==> src/rtl/used_ring_pkg.sv <==
package used_ring_pkg;

    typedef enum logic [1:0] {
        ST_ACCEPT = 2'd0,
        ST_ID     = 2'd1,
        ST_LEN    = 2'd2,
        ST_IDX    = 2'd3
    } ur_state_e;

    localparam int unsigned IDX_W  = 16;
    localparam int unsigned WORD_W = 32;
    localparam int unsigned STRB_W = WORD_W / 8;

endpackage

==> src/rtl/used_ring_addr.sv <==
module used_ring_addr
    import used_ring_pkg::*;
#(
    parameter int unsigned AW    = 32,
    parameter int unsigned LOG_W = 4
) (
    input  logic [AW-1:0]    base,
    input  logic [LOG_W-1:0] qsize_log2,
    input  logic [IDX_W-1:0] idx,
    output logic [AW-1:0]    elem_addr
);
    localparam logic [AW-1:0] RING_OFS = AW'(4);
    localparam int unsigned   ELEM_SH  = 3;

    logic [IDX_W-1:0] mask;
    logic [IDX_W-1:0] slot;

    always_comb begin
        mask      = ~({IDX_W{1'b1}} << qsize_log2);
        slot      = idx & mask;
        elem_addr = base + RING_OFS + (AW'(slot) << ELEM_SH);
    end
endmodule

==> src/rtl/used_ring_wr_mux.sv <==
module used_ring_wr_mux
    import used_ring_pkg::*;
#(
    parameter int unsigned AW = 32
) (
    input  ur_state_e         state,
    input  logic [AW-1:0]     base,
    input  logic [AW-1:0]     elem_addr,
    input  logic [IDX_W-1:0]  head,
    input  logic [WORD_W-1:0] len,
    input  logic [IDX_W-1:0]  idx,
    output logic              req,
    output logic [AW-1:0]     addr,
    output logic [WORD_W-1:0] data,
    output logic [STRB_W-1:0] strb
);
    localparam logic [AW-1:0]     LEN_OFS   = AW'(4);
    localparam logic [STRB_W-1:0] STRB_FULL = '1;
    localparam logic [STRB_W-1:0] STRB_HI   = 4'b1100;

    always_comb begin
        req  = 1'b0;
        addr = '0;
        data = '0;
        strb = '0;
        unique case (state)
            ST_ID: begin
                req  = 1'b1;
                addr = elem_addr;
                data = WORD_W'(head);
                strb = STRB_FULL;
            end
            ST_LEN: begin
                req  = 1'b1;
                addr = elem_addr + LEN_OFS;
                data = len;
                strb = STRB_FULL;
            end
            ST_IDX: begin
                req  = 1'b1;
                addr = base;
                data = {idx, {(WORD_W-IDX_W){1'b0}}};
                strb = STRB_HI;
            end
            default: ;
        endcase
    end
endmodule

==> src/rtl/used_ring_writer.sv <==
module used_ring_writer
    import used_ring_pkg::*;
#(
    parameter int unsigned      AW        = 32,
    parameter int unsigned      LOG_W     = 4,
    parameter int unsigned      BATCH_MAX = 8,
    parameter logic [15:0]      IDX_RESET = 16'h0000
) (
    input  logic              clk,
    input  logic              rst_n,
    input  logic              cmp_valid,
    output logic              cmp_ready,
    input  logic [15:0]       cmp_head,
    input  logic [31:0]       cmp_len,
    input  logic [AW-1:0]     cfg_ring_base,
    input  logic [LOG_W-1:0]  cfg_qsize_log2,
    output logic              wr_req,
    output logic [AW-1:0]     wr_addr,
    output logic [31:0]       wr_data,
    output logic [3:0]        wr_strb,
    input  logic              wr_ack,
    output logic              pub_valid,
    output logic [15:0]       pub_idx
);
    localparam int unsigned      CNT_W     = $clog2(BATCH_MAX + 1);
    localparam logic [CNT_W-1:0] BATCH_LIM = CNT_W'(BATCH_MAX);

    typedef struct packed {
        ur_state_e         st;
        logic [IDX_W-1:0]  idx;
        logic [CNT_W-1:0]  cnt;
        logic [IDX_W-1:0]  head;
        logic [WORD_W-1:0] len;
        logic              pub;
        logic [IDX_W-1:0]  pub_idx;
    } regs_t;

    regs_t r_d, r_q;
    logic [AW-1:0] elem_addr;

    used_ring_addr #(.AW(AW), .LOG_W(LOG_W)) u_addr (
        .base       (cfg_ring_base),
        .qsize_log2 (cfg_qsize_log2),
        .idx        (r_q.idx),
        .elem_addr  (elem_addr)
    );

    used_ring_wr_mux #(.AW(AW)) u_mux (
        .state     (r_q.st),
        .base      (cfg_ring_base),
        .elem_addr (elem_addr),
        .head      (r_q.head),
        .len       (r_q.len),
        .idx       (r_q.idx),
        .req       (wr_req),
        .addr      (wr_addr),
        .data      (wr_data),
        .strb      (wr_strb)
    );

    always_comb begin
        r_d       = r_q;
        r_d.pub   = 1'b0;
        cmp_ready = (r_q.st == ST_ACCEPT) && (r_q.cnt != BATCH_LIM);
        unique case (r_q.st)
            ST_ACCEPT: begin
                if (cmp_valid && cmp_ready) begin
                    r_d.head = cmp_head;
                    r_d.len  = cmp_len;
                    r_d.st   = ST_ID;
                end else if (r_q.cnt != '0) begin
                    r_d.st = ST_IDX;
                end
            end
            ST_ID: begin
                if (wr_ack) r_d.st = ST_LEN;
            end
            ST_LEN: begin
                if (wr_ack) begin
                    r_d.st  = ST_ACCEPT;
                    r_d.idx = r_q.idx + 16'd1;
                    r_d.cnt = r_q.cnt + CNT_W'(1);
                end
            end
            ST_IDX: begin
                if (wr_ack) begin
                    r_d.st      = ST_ACCEPT;
                    r_d.cnt     = '0;
                    r_d.pub     = 1'b1;
                    r_d.pub_idx = r_q.idx;
                end
            end
            default: r_d.st = ST_ACCEPT;
        endcase
    end

    always_ff @(posedge clk) begin
        if (!rst_n) begin
            r_q         <= '0;
            r_q.st      <= ST_ACCEPT;
            r_q.idx     <= IDX_RESET;
        end else begin
            r_q <= r_d;
        end
    end

    assign pub_valid = r_q.pub;
    assign pub_idx   = r_q.pub_idx;

endmodule

==> config.mk <==
export PLATFORM = sky130hd
export DESIGN_NAME = used_ring_writer
export DESIGN_NICKNAME = d
export VERILOG_FILES = /design/src/rtl/used_ring_pkg.sv /design/src/rtl/used_ring_addr.sv /design/src/rtl/used_ring_wr_mux.sv /design/src/rtl/used_ring_writer.sv
export SDC_FILE = /design/constraint.sdc
export NUM_CORES = 1
export LEC_CHECK = 0
export BUFFER_PORTS_ARGS = -buffer_cell sky130_fd_sc_hd__buf_2
export CORE_UTILIZATION = 50
export DETAILED_ROUTE_END_ITERATION = 10
export HOLD_SLACK_MARGIN = 0.08
export PLACE_DENSITY_LB_ADDON = 0.08
export SETUP_SLACK_MARGIN = 0.4
export SLEW_MARGIN = 30
export SYNTH_ARGS = -nofsm -noshare
export SYNTH_HDL_FRONTEND = slang
export SYNTH_HIERARCHICAL = 1
export SYNTH_SLANG_ARGS = --single-unit
==> constraint.sdc <==
create_clock -name clk -period 6.7 [get_ports clk]
set_input_delay 1.34 -clock clk [delete_from_list [all_inputs] [get_ports clk]]
set_output_delay 1.34 -clock clk [all_outputs]
set_load 0.01 [all_outputs]
; Word-level counts from Yosys, hierarchy flattened
; Cells that the tools add are included.
[op_classes]
add_sub_neg = 5
eq_ne = 8
n_shift = 1
mux = 13
n_bitwise = 2
reduce_logical = 13
[ops]
columns = operator, count
row1 = 32-bit case mux with 3 select lines, 2
row2 = "32-bit by 3-bit adder with 32-bit output, second input constant", 2
row3 = 32-bit by 19-bit adder with 32-bit output, 1
row4 = 22-bit 2-to-1 mux, 1
row5 = 17-bit 2-to-1 mux, 1
row6 = "16-bit by 1-bit adder with 16-bit output, second input constant", 1
row7 = 16-bit AND, 1
row8 = 16-bit inverter, 1
row9 = 4-bit case mux with 2 select lines, 2
row10 = "16-bit by 4-bit << shifter with 16-bit output, first input constant", 1
row11 = 2-bit 2-to-1 mux, 4
row12 = 2-bit case mux with 4 select lines, 1
row13 = 2-bit AND reduction, 4
row14 = "2-bit inequality test, second input constant", 3
row15 = "4-bit by 1-bit adder with 4-bit output, second input constant", 1
row16 = "2-bit equality test, second input constant", 2
row17 = 4-bit 2-to-1 mux, 1
row18 = "4-bit inequality test, second input constant", 1
row19 = 4-bit AND reduction, 1
row20 = 4-bit nonzero test, 1
row21 = "3-bit by 1-bit inequality test with 1-bit output, second input constant", 1
row22 = 3-bit AND reduction, 1
row23 = 3-bit OR reduction, 1
row24 = "2-bit by 1-bit equality test with 1-bit output, second input constant", 1
row25 = other kinds (5), 6
[word_totals]
register_bits = 87
output_inout_bits = 87
elab_cells = 49

; Longest topological paths before layout
; Gate-level depths: netlist of the first run.
[logic_depth]
depth_word = 6
mapped_depth = 17
mapped_depth_nobuf = 15

; Cells and area by module
; Netlist of the first run, hierarchy kept.
[by_module_without_submodules]
columns = mod, n_inst, cells_per_inst, area_per_inst_um2, seq_area_each_um2
row1 = used_ring_writer, 1, 427, 3403.3, 1741.7
row2 = used_ring_wr_mux, 1, 269, 1735.4, 0.0
row3 = used_ring_addr, 1, 165, 1208.7, 0.0

; Worst setup path before layout of the first run
; Ideal clock, no wire load.
[synth_timing]
path_kind = input port to output port
start = input port cfg_qsize_log2[1]
end = output port wr_addr[29]
arrival_time_ns = 4.539
required_time_ns = 5.360
setup_slack_ns = 0.821
stages = 15
cell_sequence = clkbuf_1 > o311a_1 > ha_1 > and4_1 > nand3_1 > a21oi_2 > o211ai_1 > a31oi_1 > nand3_1 > xnor2_1 > and4_4 > nand4_4 > nor4b_4 > xnor2_1 > o22ai_1
[synth_via]
elab_chain_cells = 6
[synth_lines]
columns = element, line_no
row1 = from (decl), used_ring_writer.sv:16  ; input logic [LOG_W-1:0] cfg_qsize_log2,
row2 = 16-bit by 4-bit << shifter with 16-bit output, used_ring_addr.sv:19  ; mask = ~({IDX_W{1'b1}} << qsize_log2);
row3 = 16-bit inverter, used_ring_addr.sv:19
row4 = 16-bit AND, used_ring_addr.sv:20  ; slot = idx & mask;
row5 = 32-bit by 19-bit adder with 32-bit output, used_ring_addr.sv:21  ; elem_addr = base + RING_OFS + (AW'(slot) << ELEM_SH);
row6 = via elem_addr[20], used_ring_writer.sv:39  ; logic [AW-1:0] elem_addr;
row7 = 32-bit by 3-bit adder with 32-bit output, used_ring_wr_mux.sv:35  ; addr = elem_addr + LEN_OFS;
row8 = 32-bit case mux with 3 select lines, used_ring_wr_mux.sv:26  ; unique case (state)
row9 = to (decl), used_ring_writer.sv:18  ; output logic [AW-1:0] wr_addr,
; The timed path passes the listed nets, and every way through them passes these cells.

; Worst setup path in the final report of the first run
[layout_timing]
start = input port cfg_qsize_log2[3]
end = output port wr_addr[31]
; The elaborated chain is that of the path after synthesis.

==> results_dict.tcl, run 1 <==
set metrics [dict create \
    vias 6729 \
    relSlewSlack_pct 35.56 \
    start_util_pct 51.98 \
    crit_family "compound AO/OA/AOI/OAI gates" \
    drc 0 \
    hold_violations 0 \
    worst_slew_pin_slew_ns 0.9597 \
    cts-root-buf "clkbuf_16" \
    synth_area_mm2 0.006347 \
    mostFrequentLayoutCell "buf_2" \
    htreeDepth 3 \
    hold_path_class "reg -> reg" \
    drt-initial-drc-count 553 \
    synth_area_leader_cell "dfxtp_1" \
    gp_congestion 0.9228 \
    mostFrequentLayoutCells "buf_2, nand2_1, a21oi_1" \
    rsz0062_at_grt "true" \
    die_area_mm2 0.01315 \
    netlist_instances 861 \
    layout_min_cycle_time_ns 6.213 \
    die_y_um 114.7 \
    crit_start "cfg_qsize_log2[3]" \
    dp_hpwl_um 12690 \
    cpPeakStageDelay_ns 0.45 \
    io_buffers 174 \
    drt-total-wl_um 18780 \
    worst-setup-path-type "in -> out" \
    leakagePower_nw 3.279 \
    ant_nets 0 \
    switching_share_pct 34.06 \
    antenna_found_initial 0 \
    dr.pass1.iters 5 \
    worst-endpoint-required_ns 5.36 \
    cts_tree "built" \
    worstSetupEndpointType "output port" \
    clock_path_buffers 2 \
    yosysSeqAreaShare_pct 27.44 \
    slowest_stage "o41a_1" \
    layout.nets 1096 \
    crit_fanout 13 \
    ys_warn_count 6 \
    power_density_mw_per_mm2 203.3 \
    skew_ns 0.009743 \
    cts_inserted_buffers 9 \
    whs_endpoint "pub_idx[9]" \
    critPathBufInv 2 \
    ys.flop_type "dfxtp_1" \
    syn_to_final_growth_pct 22.49 \
    path_cells "buf_4 -> o41a_1 -> ha_1 -> a21oi_1 -> nor2b_1 -> a31oi_2 -> o21a_2 -> o31a_4 -> nor3_2 -> xor2_1 -> and3_4 -> nand3_4 -> nor4_4 -> xnor2_1 -> o22ai_1 -> buf_2" \
    wl_per_cell_um 16.24 \
    p_comb_share_pct 28.9 \
    synthesis.nets 973 \
    status "finished clean" \
    clock_latency_ns 0.34 \
    grt_pass1_vias 5845 \
    fp.dieW_um 114.7 \
    setup_viol 0 \
    tns_ns 0 \
    synth.distinct_cells 62 \
    min_from "pub_idx[9]" \
    core-area_mm2 0.01221 \
    fin_crit_sh_pct 92.73 \
    crit_arrival_ns 4.87 \
    synth_top_area_share_pct 27.44 \
    vias_per_cell 5.821 \
    ys_ff_latch 87 \
    hold_buffers 0 \
    power.internal_w 0.001042 \
    timing.rr.start "r_q[85]" \
    r2r_end "r_q[86]" \
    r2r_slack_ns 4.50 \
    p_clk_share_pct 34.5 \
    maxCapViolCount 0 \
    start_kind "input port" \
    syn-mean-instance-area_um2 7.372 \
    p_seq_share_pct 36.6 \
    diodes 0 \
    whs_path_depth 2 \
    grt_max_degree 65 \
    top_level_ports 175 \
    final_max_slew_viol_count 0 \
    hold_slack_ns 0.4513 \
    synthArstFlopShare_pct 0 \
    rows 40 \
    p_switching_w 0.0005382 \
    grt_overflow 0 \
    reg2regPathDepth 4 \
    grtUsageTotal_pct 27.69 \
    grt_pass1_wl_um 28960 \
    drive_above_1_share_pct 27.43 \
    ir_drop_mv 0.1639 \
    path_clk_slew_ns 0.07 \
    synth_edf_count 0 \
    max_freq_mhz 161.0 \
    clock_sink_count 87 \
    synth_area_leaders "dfxtp_1, nand2_1, a21oi_1, a22oi_1, xnor2_1" \
]
-- kinds of logic after synthesis --
group                      synth area share (%)
and+or+nand+nor                           28.03
AOI/OAI and AO/OA                         23.81
buffers and inverters                     7.924
DFF                                       27.44
xor gates and xnor gates                  7.313
adders and majority gates                 4.849
muxes                                    0.6308
-- cells in the mapped netlist, types with 3 or more instances --
cell type    n
and4_1       3
nand3_1     23
and3_1      10
a222oi_1     6
o22ai_1     12
nor2b_1      8
a21o_1      10
a31oi_1      7
dfxtp_1     87
nor4_2       3
nor3b_1      3
o31a_1       6
and4_4       4
nand4_1     12
a22oi_1     49
nor3b_2      3
nand2_1    165
nor4_1       6
mux2i_1      4
clkbuf_1    44
nor2_1      72
nand2b_1    10
a21oi_1    101
o21a_1      10
buf_6        3
buf_4       23
and3b_1      3
buf_1        4
nor3_1      13
inv_1       19
o21ai_0     14
nand4_4      3
and2_1       3
buf_2        9
xnor2_1     35
ha_1        23
xor2_1      18
-- state kept, by name, summed over array words and instances, names as in the netlist --
name       flops
pub_idx       16
pub_valid      1
r_q           70
-- power by group through the flow --
| stage | clock network, W | registers, W | logic [W] |
|---|---|---|---|
| 6_report | 0.000545 | 0.000578 | 0.000457 |
| 5_1_grt | 0.000572 | 0.000582 | 0.000503 |
| 4_1_cts | 0.000550 | 0.000578 | 0.000439 |
| 3_5_place_dp | 0 | 0.000589 | 0.000437 |
| 3_3_place_gp | 0 | 0.000587 | 0.000435 |
| 2_1_floorplan | 0 | 0.000578 | 0.000313 |
-- repair_timing --
item,CTS,global route
resized for setup,1,47
setup buffers,0,11
gates cloned,0,1
setup endpoints to repair,3,18
pin swaps,0,28
-- layout make-up --
| cell class | count | area, um2 |
|---|---|---|
| fillers | 1181 | 4437 |
| well taps | 168 | 210.2 |
| multi-input cells | 673 | 4390 |
| clock buffers | 9 | 225.2 |
| repair buffers | 194 | 1045 |
| clock inverters | 6 | 91.34 |
| inverters | 19 | 71.32 |
| flip-flops and latches | 87 | 1742 |
-- per-stage QoR --
step	worst slack (ns)	area, um2	utilization [%]	total power (W)	instances
3_3_place_gp	0.4177	7076	57.94	0.001023	1129
3_5_place_dp	0.3890	7086	58.02	0.001026	1129
6_report	0.4873	7775	63.67	0.001580	1156
2_1_floorplan	0.8208	6347	-	0.0008909	861
4_1_cts	0.4205	7410	60.68	0.001566	1144
5_1_grt	0.3655	7775	63.67	0.001657	1156
-- routing by layer --
metal  vias up  track usage [%]  wire (um)
met2       289            43.80       8530
met4         0            9.437        323
li1       3260                -          -
met3        24            5.664       1554
met1      3156            37.46       8370
met5         -                0          0
-- worst register-to-register path: cells and delay by family (launching register included) --
kind	cells	cell delay (ns)
DFF	1	0.67
and+or+nand+nor	3	1.32
AOI/OAI and AO/OA	1	0.14
-- worst max-delay path by stage --
stage / endpoint / slack, ns / cells after the start
final: wr_addr[31] / 0.49 / 16
after global routing: wr_addr[31] / 0.37 / 17
after CTS: wr_addr[28] / 0.42 / 16
after detailed placement: wr_addr[28] / 0.39 / 15
after global placement: wr_addr[28] / 0.42 / 15
after floorplan: wr_addr[29] / 0.82 / 15
(Power assumes the default switching activity.)
==> run 2, diff against run 1 <==
- CORE_UTILIZATION: 50 -> 54
==> run 2 against run 1 <==
Global-route usage grew 3.1 points. Combinational power grew 4%. Critical path depth grew 2. Largest cell class unchanged.
==> results_dict.tcl, run 2 (same netlist as run 1, synthesis figures left out) <==
set metrics [dict create \
    status "finished clean" \
    crit_fanout 6 \
    start_kind "input port" \
    post-route-util_pct 69.72 \
    worst-endpoint-required_ns 5.36 \
    cp_num_cells 18 \
    max_freq_mhz 159.3 \
    cts_tree "built" \
    tns_ns 0 \
    fp.dieW_um 110.4 \
    rows 39 \
    grt_pass1_vias 6242 \
    vias_per_cell 6.033 \
    gp_congestion 0.9812 \
    worstSetupEndpointType "output port" \
    drive_above_1_share_pct 28.49 \
    path_clk_slew_ns 0.07 \
    timing.rr.start "r_q[65]" \
    worst-setup-path-type "in -> out" \
    fin_crit_sh_pct 93.68 \
    ant_nets 0 \
    antenna_found_initial 2 \
    skew_ns 0.01204 \
    grt_overflow 0 \
    drc 0 \
    wl_per_cell_um 17.47 \
    htreeDepth 3 \
    slowest_stage "o311a_4" \
    grt_pass1_wl_um 31020 \
    hold_slack_ns 0.4518 \
    maxCapViolCount 0 \
    mostFrequentLayoutCell "buf_2" \
    crit_arrival_ns 4.94 \
    power_density_mw_per_mm2 201.9 \
    dr.pass1.iters 7 \
    crit_start "cfg_qsize_log2[2]" \
    clock_latency_ns 0.35 \
    core-area_mm2 0.01142 \
    layout_min_cycle_time_ns 6.277 \
    crit_top_cell "o31a_1" \
    hold_path_class "reg -> reg" \
    start_util_pct 55.59 \
    min_from "pub_idx[10]" \
    top_level_ports 175 \
    dp_hpwl_um 13850 \
    reg2regPathDepth 7 \
    vias 6926 \
    leakagePower_nw 3.376 \
    setup_viol 0 \
    critPathBufInv 4 \
    ir_drop_mv 0.2033 \
    mostFrequentLayoutCells "buf_2, nand2_1, a21oi_1" \
    path_cells "clkbuf_16 -> o311a_4 -> ha_4 -> and4_4 -> nand3_2 -> a21oi_2 -> o211ai_1 -> buf_4 -> o31a_1 -> nor3b_2 -> xor2_2 -> and3_4 -> buf_6 -> nand3_4 -> o31a_1 -> o21ai_1 -> a21oi_1 -> buf_2" \
    clock_path_buffers 2 \
    largest_register_ffs 70 \
    cts-root-buf "clkbuf_16" \
    io_buffers 174 \
    rsz0062_at_grt "true" \
    drt-initial-drc-count 635 \
    relSlewSlack_pct 51.67 \
    drt-total-wl_um 20050 \
    regMostFlops "r_q" \
    grtUsageTotal_pct 30.80 \
    hold_violations 0 \
    grt_max_degree 65 \
    whs_path_depth 2 \
    die_y_um 110.4 \
    layout.nets 1111 \
    die_area_mm2 0.01219 \
    cts_inserted_buffers 9 \
    crit_family "compound AO/OA/AOI/OAI gates" \
    final_max_slew_viol_count 0 \
    clock_sink_count 87 \
    worst_slew_pin_slew_ns 0.7230 \
    syn_to_final_growth_pct 25.43 \
    cpPeakStageDelay_ns 0.38 \
]
==> run 2: cell count changes in the layout (fill, tap and decap cells not counted), sizes merged <==
cell / before / now
diode: 0 / 1
buf: 193 / 207
clkinv: 1 / 2
clkbuf: 10 / 11
==> run 2: per-layer routing <==
| layer | wire length, um | track usage, % |
|---|---|---|
| met1 | 8331 | 40.38 |
| met2 | 9458 | 49.65 |
| met3 | 1780 | 6.696 |
| met4 | 473 | 11.20 |
| met5 | 9 | 0 |
==> run 2: power by group <==
group	switching (W)	internal, W
Sequential	0.0000287	0.000551
Clock	0.000221	0.000332
Combinational	0.000302	0.000172
Total	0.000552	0.00106
==> run 2: timing repair <==
item,4_1_cts,5_1_grt
gates cloned,0,3
hold buffers,0,0
pin swaps,0,31
gates resized for setup,4,63
buffers inserted,0,20
setup endpoints to repair,7,16
==> run 2: cell type report <==
class / instances / area (um2)
multi-input combinational: 673 / 4394
fill: 973 / 3457
sequential: 87 / 1742
timing repair buffer: 209 / 1245
clock buffer: 9 / 225.2
tap: 143 / 178.9
clock inverter: 7 / 102.6
inverter: 19 / 71.32
antenna: 1 / 2.502
==> run 2: path summary, 6_finish.rpt <==
| path | end | slack [ns] |
|---|---|---|
| worst max-delay path | wr_addr[28] | 0.42 |
| worst min-delay path | pub_idx[10] | 0.45 |
| worst max register to register | r_q[26] | 4.56 |
| worst min register to register | pub_idx[10] | 0.45 |
==> run 2: stage by stage <==
step	std cells	worst slack, ns	area, um2	total power (W)
floorplan	861	0.8208	6347	0.0008909
global placement	1108	0.4522	7071	0.001020
detailed placement	1108	0.3461	7091	0.001034
CTS	1124	0.3770	7447	0.001583
global route	1148	0.2944	7961	0.001682
finish	1148	0.4233	7961	0.001607
==> run 2: tightest hold or removal path: stages, from the launching register on <==
cell and delay (ns):
dfxtp_1 0.31, nand2_1 0.05, a21oi_1 0.05
